`src/rtl/fcmp_pkg.sv`:
```
package fcmp_pkg;
  localparam int FLD_W = 4;

  typedef enum logic [1:0] {
    K_EQ   = 2'b00,
    K_GT   = 2'b01,
    K_LT   = 2'b10,
    K_NONE = 2'b11
  } cmp_kind_e;

  typedef enum logic [1:0] {
    M_SGL  = 2'b00,
    M_DBL  = 2'b01,
    M_PAIR = 2'b10,
    M_RSV  = 2'b11
  } cmp_mode_e;

  typedef struct packed {
    logic gt;
    logic lt;
    logic eq;
    logic unord;
    logic snan;
  } lane_res_t;

  // Pick the predicate for the requested relation
  function automatic logic pick_pred(lane_res_t r, cmp_kind_e k);
    case (k)
      K_EQ:    return r.eq;
      K_GT:    return r.gt;
      K_LT:    return r.lt;
      default: return 1'b0;
    endcase
  endfunction
endpackage

```
`src/rtl/fcmp_lane.sv`:
```
module fcmp_lane
  import fcmp_pkg::*;
#(
  parameter int EXP_W  = 8,
  parameter int FRAC_W = 23
) (
  input  logic [EXP_W+FRAC_W:0] a_i,
  input  logic [EXP_W+FRAC_W:0] b_i,
  output lane_res_t             res_o
);
  localparam int W = 1 + EXP_W + FRAC_W;

  logic             sa, sb;
  logic [W-2:0]     mag_a, mag_b;
  logic             a_nan, b_nan, a_snan, b_snan;
  logic             both_zero, unord;

  assign sa    = a_i[W-1];
  assign sb    = b_i[W-1];
  assign mag_a = a_i[W-2:0];
  assign mag_b = b_i[W-2:0];

  // NaN: exponent all ones with nonzero fraction; signaling when top fraction bit clear
  assign a_nan  = (&a_i[W-2:FRAC_W]) && (|a_i[FRAC_W-1:0]);
  assign b_nan  = (&b_i[W-2:FRAC_W]) && (|b_i[FRAC_W-1:0]);
  assign a_snan = a_nan && !a_i[FRAC_W-1];
  assign b_snan = b_nan && !b_i[FRAC_W-1];

  assign unord     = a_nan || b_nan;
  assign both_zero = (mag_a == '0) && (mag_b == '0);

  always_comb begin
    res_o       = '0;
    res_o.unord = unord;
    res_o.snan  = a_snan || b_snan;
    if (!unord) begin
      res_o.eq = (a_i == b_i) || both_zero;
      if (!both_zero) begin
        if (sa != sb) begin
          res_o.gt = !sa;
          res_o.lt = sa;
        end else if (!sa) begin
          res_o.gt = mag_a > mag_b;
          res_o.lt = mag_a < mag_b;
        end else begin
          res_o.gt = mag_a < mag_b;
          res_o.lt = mag_a > mag_b;
        end
      end
    end
  end
endmodule

```
`src/rtl/fcmp_field_ins.sv`:
```
module fcmp_field_ins
  import fcmp_pkg::*;
#(
  parameter int REG_W = 32,
  parameter int IDX_W = 3
) (
  input  logic [REG_W-1:0] cur_i,
  input  logic [IDX_W-1:0] idx_i,
  input  logic [FLD_W-1:0] fld_i,
  output logic [REG_W-1:0] nxt_o
);
  localparam int NF = REG_W / FLD_W;

  // Field index counts from the most significant nibble
  for (genvar g = 0; g < NF; g++) begin : g_fld
    assign nxt_o[g*FLD_W +: FLD_W] =
      (idx_i == IDX_W'(NF - 1 - g)) ? fld_i : cur_i[g*FLD_W +: FLD_W];
  end
endmodule

```
`src/rtl/fcmp_cr_unit.sv`:
```
module fcmp_cr_unit
  import fcmp_pkg::*;
#(
  parameter int REG_W    = 32,
  parameter int S_EXP_W  = 8,
  parameter int S_FRAC_W = 23,
  parameter int D_EXP_W  = 11,
  parameter int D_FRAC_W = 52,
  localparam int S_W     = 1 + S_EXP_W + S_FRAC_W,
  localparam int OP_W    = 2 * S_W,
  localparam int IDX_W   = $clog2(REG_W / FLD_W)
) (
  input  logic             clk,
  input  logic             rst,
  input  logic             vld_i,
  input  logic [1:0]       mode_i,
  input  logic [1:0]       kind_i,
  input  logic [IDX_W-1:0] idx_i,
  input  logic [OP_W-1:0]  a_i,
  input  logic [OP_W-1:0]  b_i,
  output logic [REG_W-1:0] cr_o,
  output logic             inv_o
);
  cmp_kind_e  kind;
  cmp_mode_e  mode;
  lane_res_t  s_res [2];
  lane_res_t  d_res;
  logic       p_lo, p_hi, p_d;
  logic [FLD_W-1:0] fld;
  logic       inv_n, upd;
  logic [REG_W-1:0] cr_q, cr_nxt;
  logic       inv_q;

  assign kind = cmp_kind_e'(kind_i);
  assign mode = cmp_mode_e'(mode_i);

  // Two single-precision lanes: lane 0 also serves the scalar single mode
  for (genvar ln = 0; ln < 2; ln++) begin : g_sl
    fcmp_lane #(.EXP_W(S_EXP_W), .FRAC_W(S_FRAC_W)) u_sl (
      .a_i  (a_i[ln*S_W +: S_W]),
      .b_i  (b_i[ln*S_W +: S_W]),
      .res_o(s_res[ln])
    );
  end

  fcmp_lane #(.EXP_W(D_EXP_W), .FRAC_W(D_FRAC_W)) u_dl (
    .a_i  (a_i),
    .b_i  (b_i),
    .res_o(d_res)
  );

  assign p_lo = pick_pred(s_res[0], kind);
  assign p_hi = pick_pred(s_res[1], kind);
  assign p_d  = pick_pred(d_res, kind);

  always_comb begin
    fld   = '0;
    inv_n = 1'b0;
    upd   = 1'b1;
    case (mode)
      M_SGL: begin
        fld   = {1'b0, p_lo, 2'b00};
        inv_n = s_res[0].unord && s_res[0].snan;
      end
      M_DBL: begin
        fld   = {1'b0, p_d, 2'b00};
        inv_n = d_res.unord && d_res.snan;
      end
      M_PAIR: begin
        fld   = {p_hi, p_lo, p_hi | p_lo, p_hi & p_lo};
        inv_n = (s_res[0].unord && s_res[0].snan) ||
                (s_res[1].unord && s_res[1].snan);
      end
      default: upd = 1'b0;
    endcase
  end

  fcmp_field_ins #(.REG_W(REG_W), .IDX_W(IDX_W)) u_ins (
    .cur_i(cr_q),
    .idx_i(idx_i),
    .fld_i(fld),
    .nxt_o(cr_nxt)
  );

  always_ff @(posedge clk) begin
    if (rst) begin
      cr_q  <= '0;
      inv_q <= 1'b0;
    end else if (vld_i && upd) begin
      cr_q  <= cr_nxt;
      inv_q <= inv_n;
    end
  end

  assign cr_o  = cr_q;
  assign inv_o = inv_q;
endmodule

```
`config.mk`:
```
export PLATFORM = sky130hd
export DESIGN_NAME = fcmp_cr_unit
export DESIGN_NICKNAME = d
export VERILOG_FILES = /design/src/rtl/fcmp_pkg.sv /design/src/rtl/fcmp_lane.sv /design/src/rtl/fcmp_field_ins.sv /design/src/rtl/fcmp_cr_unit.sv
export SDC_FILE = /design/constraint.sdc
export NUM_CORES = 1
export LEC_CHECK = 0
export BUFFER_PORTS_ARGS = -buffer_cell sky130_fd_sc_hd__buf_2
export CORE_MARGIN = 2
export CORE_UTILIZATION = 35
export DETAILED_ROUTE_END_ITERATION = 6
export HOLD_SLACK_MARGIN = 0.12
export PLACE_DENSITY_LB_ADDON = 0.1
export SYNTH_ARGS = -nofsm -noshare
export SYNTH_HDL_FRONTEND = slang
export SYNTH_SLANG_ARGS = --single-unit
```
`constraint.sdc`:
```
create_clock -name clk -period 3.45 [get_ports clk]
set_input_delay 0.345 -clock clk [delete_from_list [all_inputs] [get_ports clk]]
set_output_delay 0.345 -clock clk [all_outputs]
set_load 0.02 [all_outputs]
```
==> reports/results.md, run 1 <==
### Global route
- antenna violations before repair: 0
- grt total ovfl: 0
- number of global-route vias before repair: 3990
- global-route wire length before repair: 17.6 mm
- largest net degree at the start of global routing: 35
- total routing usage reported by global routing: 18.8%

### Detailed routing
- # DRC: 0
- Vias per Instance: 5.13
- antenna viol nets, final: 0
- first-pass iteration count of the detailed router: 4
- first-iteration detailed-routing DRC count: 140
- Top Metal Used: met4
- amount of wire on met2 after detailed routing: 5.08 mm
- routed wire length: 10.7 mm
- total routed wire length on the met1 layer: 4.96 mm
- detail-routed net length per standard cell: 13.5 um
- WL met3: 509 um
- total vias in the final route: 4060

### Cells and area
- fraction of final layout cells with drive strength greater than 1: 29.3%
- number of nets in the layout: 858
- post-synthesis to final-layout area growth: 29.6%
- summed area of non-filler cells in the final layout: 4730 um2
- leading cell type in the layout, fill and taps excluded: buf_2
- number of antenna repair diodes: 0
- most frequent cells in the layout: buf_2, inv_1, ha_1

### Clock network
- number of buffers on the longest clock path: 2
- total of cells resized after clock tree synthesis: 0
- TritonCTS clock tree: yes
- number of hold buffers added after cts: 0
- number of CTS-inserted buffers: 5
- clock insertion delay at the later pin of the skew report: 280 ps
- H-tree lvl count: 2
- buffers inserted during post-CTS setup optimization: 0
- Clock Sink Count: 33
- clock slew seen by the registers of the worst setup and hold paths: 60 ps
- Clk Tree Root Cell: clkbuf_8

### Flow run
- count of maximum capacitance violations: 0

### Logic synthesis
- sequential-to-total area share from yosys stat: 18.1%
- netlist area before placement: 3650 um2
- net count of the mapped netlist: 685
- fraction of post-synthesis cell area in the top cell type by area: 21.9%
- Syn. warnings: 0
- flip-flop and latch count after synthesis: 33
- Synth Area in Compound Gates: 20.9%
- main flop type after synthesis: dfxtp_1
- xor/xnor share of the synthesized area: 0.240%
- number of instances in the synthesized netlist: 483
- main combinational cell family by area after synthesis: simple AND/OR/NAND/NOR gates
- main area contributors after synthesis: ha_1, dfxtp_1, inv_1
- proportion of register bits with asynchronous set or reset after synthesis: 0%
- number of enable flip-flop cells after synthesis: 0
- count of cell types in the netlist: 53
- biggest area consumer among synthesized cells: ha_1
- Synth Area in Simple Gates: 27.8%
- adder-cell share of the synthesized area: 21.9%
- average instance area after synthesis: 7.56 um2
- fraction of synthesized area in multiplexers: 2.81%

### STA
- Final Skew: 0 ps
- RSZ-0062 raised after global routing: no
- FMAX: 337 MHz
- portion of the clock cycle consumed by the worst path in the final layout: 86.0%
- Max Slew Vio Count: 0
- setup violators final: 0
- total negative setup slack: 0 ps
- Hold Fails Final Rpt: 0
- Worst-Margin Slew: 862 ps
- tightest slew margin relative to the limit: 42.1%
- shortest clock period the worst path allows after layout: 2970 ps

### Power and ir drop
- Worst VDD drop: 0.122 mV
- ratio of total power to cell area: 220 nW/um2
- share of total power in sequential cells: 37.9%
- cell internal power dissipation: 695 uW
- cell leakage power: 0.00239 uW
- clock network fraction of design power: 24.8%
- share of total power consumed by net switching: 33.3%
- Gate power share: 37.3%
- switching component of the power: 347 uW

### Floorplanning
- area enclosed by the die boundary: 11300 um2
- x dimension of the die: 106 um
- initial core utilization: 35.7%
- FP Rows: 37
- vertical die dimension: 106 um
- Top-Level Pins: 171
- core area: 10200 um2

### Status
- run status: finished clean

### Setup path
- CP arrival: 3100 ps
- nature of the critical path endpoint: flip-flop
- Critical Path Fanout Max: 8
- data required time of the critical path: 3580 ps
- Setup Crit Path Kind: input pin to flip-flop
- startpoint class of the critical path: input pin

### Place
- count of buffers inserted at the top-level ports: 170
- standard cell area after detailed placement: 4650 um2
- estimated wirelength of the detail-placed design: 9.43 mm
- RePlAce Congestion: 0.825

### Worst hold path
- worst min path class: input pin to flip-flop

[synthesized netlist by cell type, drive strengths merged (3+ instances only)]
cell type	number
nor3	13
nand3b	5
nor4	32
o21a	3
o21ai	21
a21o	6
nand2	26
inv	71
nand4	29
dfxtp	33
a21oi	31
nand2b	15
mux2i	9
a211oi	29
a31oi	4
a2111oi	3
ha	64
clkbuf	4
nor2	49
nand3	4
[through the flow]
stage          utilization [%]  cells  power [uW]  hold slack [ps]  worst slack, ps
2_1_floorplan                -    483         619              441              622
3_3_place_gp              45.5    785         783              457              209
3_5_place_dp              45.5    785         794              466              175
4_1_cts                   46.2    791        1060              245              485
5_1_grt                   46.2    791        1130              262              127
6_report                  46.2    791        1040              252              484
[sequential cells by signal (all words and copies together), names as in the netlist]
| register | count |
|---|---|
| cr_o | 32 |
| inv_o | 1 |
[final timing paths]
check,endpoint,startpoint,cells past startpoint,slack [ps]
max,cr_o[30],b_i[22],12,480
min,inv_o,vld_i,2,250
max reg2reg,cr_o[7],cr_o[7],2,2730
min reg2reg,cr_o[4],cr_o[4],2,470
[critical path, cell delays in order]
cell      delay (ps)
buf_2            110
inv_1             40
ha_1             310
nand4_2          130
or4_4            580
nor4_4           390
a211oi_1         110
o21ai_2          180
mux2i_4          100
a32o_2           250
a211oi_4         410
a211oi_1         130
[routing by layer]
metal  global-route usage [%]  vias to the layer above
met1                     24.1                     1802
met3                     2.15                       11
met4                     3.85                        0
met2                     33.8                      110
met5                        0                        -
li1                         -                     2137
[final cells by class]
cell class              instances  area (um2)
multi-input cells             373        2690
clock buffers                   5        68.8
flip-flops and latches         33         661
well taps                     136         170
repair buffers                172         866
clock inverters                 1        5.00
fillers                      1098        5500
inverters                      71         267
[logic make-up after synthesis]
| logic type | count (synthesis) |
|---|---|
| buf+inv | 77 |
| compound gates | 113 |
| fa+ha+maj | 64 |
| mux | 9 |
| flops | 33 |
| simple gates | 186 |
| xor+xnor | 1 |
[power by group through the flow]
stage          clock network (uW)  logic [uW]  registers, uW
2_1_floorplan                   0         205            414
3_3_place_gp                    0         380            403
3_5_place_dp                    0         390            404
4_1_cts                       269         392            395
5_1_grt                       287         444            396
6_report                      259         389            395
Note: power is estimated with default switching activity, not from simulation.
==> run 2, diff against run 1 <==
--- a/config.mk
+++ b/config.mk
@@ -6,8 +6,10 @@
 export NUM_CORES = 1
 export LEC_CHECK = 0
 export BUFFER_PORTS_ARGS = -buffer_cell sky130_fd_sc_hd__buf_2
+export CELL_PAD_IN_SITES_DETAIL_PLACEMENT = 0
+export CELL_PAD_IN_SITES_GLOBAL_PLACEMENT = 2
 export CORE_MARGIN = 2
-export CORE_UTILIZATION = 35
+export CORE_UTILIZATION = 25
 export DETAILED_ROUTE_END_ITERATION = 6
 export HOLD_SLACK_MARGIN = 0.12
 export PLACE_DENSITY_LB_ADDON = 0.1
==> reports/results.md, run 2 (same netlist as run 1, synthesis figures left out) <==
### Floorplanning
- initial core utilization: 25.3%
- vertical die dimension: 125 um
- core area: 14400 um2
- area enclosed by the die boundary: 15600 um2
- Top-Level Pins: 171
- x dimension of the die: 125 um
- FP Rows: 44

### Power and ir drop
- Worst VDD drop: 0.248 mV
- cell leakage power: 0.00243 uW
- ratio of total power to cell area: 247 nW/um2

### Place
- post-placement cell count: 835
- count of buffers inserted at the top-level ports: 170
- estimated wirelength of the detail-placed design: 10.7 mm
- worst slack, placed: 160 ps
- standard cell area after detailed placement: 4730 um2
- RePlAce Congestion: 0.814

### STA
- RSZ-0062 raised after global routing: no
- Final Skew: 0 ps
- Hold Fails Final Rpt: 0
- Hold Worst Slack: 275 ps
- tightest slew margin relative to the limit: 40.8%
- setup violators final: 0
- total negative setup slack: 0 ps
- Max Slew Vio Count: 0
- Final WS setup: 473 ps
- FMAX: 336 MHz
- Worst-Margin Slew: 881 ps
- shortest clock period the worst path allows after layout: 2980 ps
- portion of the clock cycle consumed by the worst path in the final layout: 86.3%

### Detailed routing
- total vias in the final route: 4095
- Vias per Instance: 4.85
- WL met3: 667 um
- # DRC: 0
- Top Metal Used: met5
- antenna viol nets, final: 0
- first-iteration detailed-routing DRC count: 154
- routed wire length: 12.1 mm
- first-pass iteration count of the detailed router: 4
- amount of wire on met2 after detailed routing: 5.58 mm
- detail-routed net length per standard cell: 14.4 um
- total routed wire length on the met1 layer: 5.77 mm

### Clock network
- total of cells resized after clock tree synthesis: 0
- clock slew seen by the registers of the worst setup and hold paths: 50 ps
- number of hold buffers added after cts: 0
- buffers inserted during post-CTS setup optimization: 0
- clock insertion delay at the later pin of the skew report: 270 ps
- Clk Tree Root Cell: clkbuf_16
- Clock Sink Count: 33
- H-tree lvl count: 2
- number of CTS-inserted buffers: 5
- TritonCTS clock tree: yes
- number of buffers on the longest clock path: 2

### Setup path
- nature of the critical path endpoint: flip-flop
- data required time of the critical path: 3560 ps
- Critical Path Fanout Max: 8
- setup slack on the worst flop-to-flop path: 2740 ps
- CP arrival: 3090 ps
- Setup Crit Path Kind: input pin to flip-flop
- startpoint class of the critical path: input pin

### Global route
- number of global-route vias before repair: 4039
- global-route wire length before repair: 19.6 mm
- largest net degree at the start of global routing: 35
- total routing usage reported by global routing: 15.0%
- antenna violations before repair: 2
- grt total ovfl: 0

### Cells and area
- final non-filler cell total: 844
- post-synthesis to final-layout area growth: 33.5%
- summed area of non-filler cells in the final layout: 4870 um2
- combined area of the multi-input logic cells: 2690 um2
- number of nets in the layout: 860
- most frequent cells in the layout: buf_2, inv_1, ha_1
- leading cell type in the layout, fill and taps excluded: buf_2
- Filler cells: 1599
- number of flip-flops in the largest register: 32
- fraction of final layout cells with drive strength greater than 1: 29.6%
- Register Area: 661 um2

### Worst hold path
- worst min path class: input pin to flip-flop

### Flow run
- count of maximum capacitance violations: 0

### Status
- run status: finished clean

run 2: cell count changes in the layout (fill, tap and decap cells not counted):
cell	change
clkbuf_1	+1
diode_2	+1
clkinv_2	+1
clkbuf_16	+5
clkbuf_8	-5
buf_4	+2
run 2: layout make-up:
class | count | area share (%)
tap | 184 | 4.73
clock inverter | 2 | 0.205
inverter | 71 | 5.47
multi-input combinational | 373 | 55.3
sequential | 33 | 13.6
timing repair buffer | 174 | 18.1
antenna | 1 | 0.0514
clock buffer | 6 | 2.65
run 2: worst max-delay path, cell delays in order:
cell      delay, ps
buf_2           110
inv_1            40
ha_1            310
nand4_2         140
or4_4           580
nor4_4          400
nand3b_1        130
a31oi_1         190
o21a_1          190
nor3b_1          90
a211oi_4        430
a211oi_1        130
run 2: layer usage:
layer / vias up / track usage [%]
met1: 1840 / 19.9
met3: 8 / 2.53
met5: - / 0
met4: 2 / 2.55
li1: 2139 / -
met2: 106 / 25.9
run 2: final timing paths:
check                start       end  cells past startpoint
setup / recovery   b_i[22]  cr_o[30]                     12
hold / removal       vld_i     inv_o                      2
setup reg to reg  cr_o[18]  cr_o[18]                      2
hold reg to reg    cr_o[0]   cr_o[0]                      2
run 2: metrics by stage:
stage               util (%)  total power [uW]
floorplan                  -               619
global placement        32.8               800
detailed placement      32.8               802
CTS                     33.8              1220
global route            33.8              1280
finish                  33.8              1200
run 2: power breakdown:
group	total, uW	leakage, uW	switching (uW)	internal, uW
logic	397	0.00210	223	173
clock network	410	0.0000706	146	264
registers	396	0.000267	4.59	391
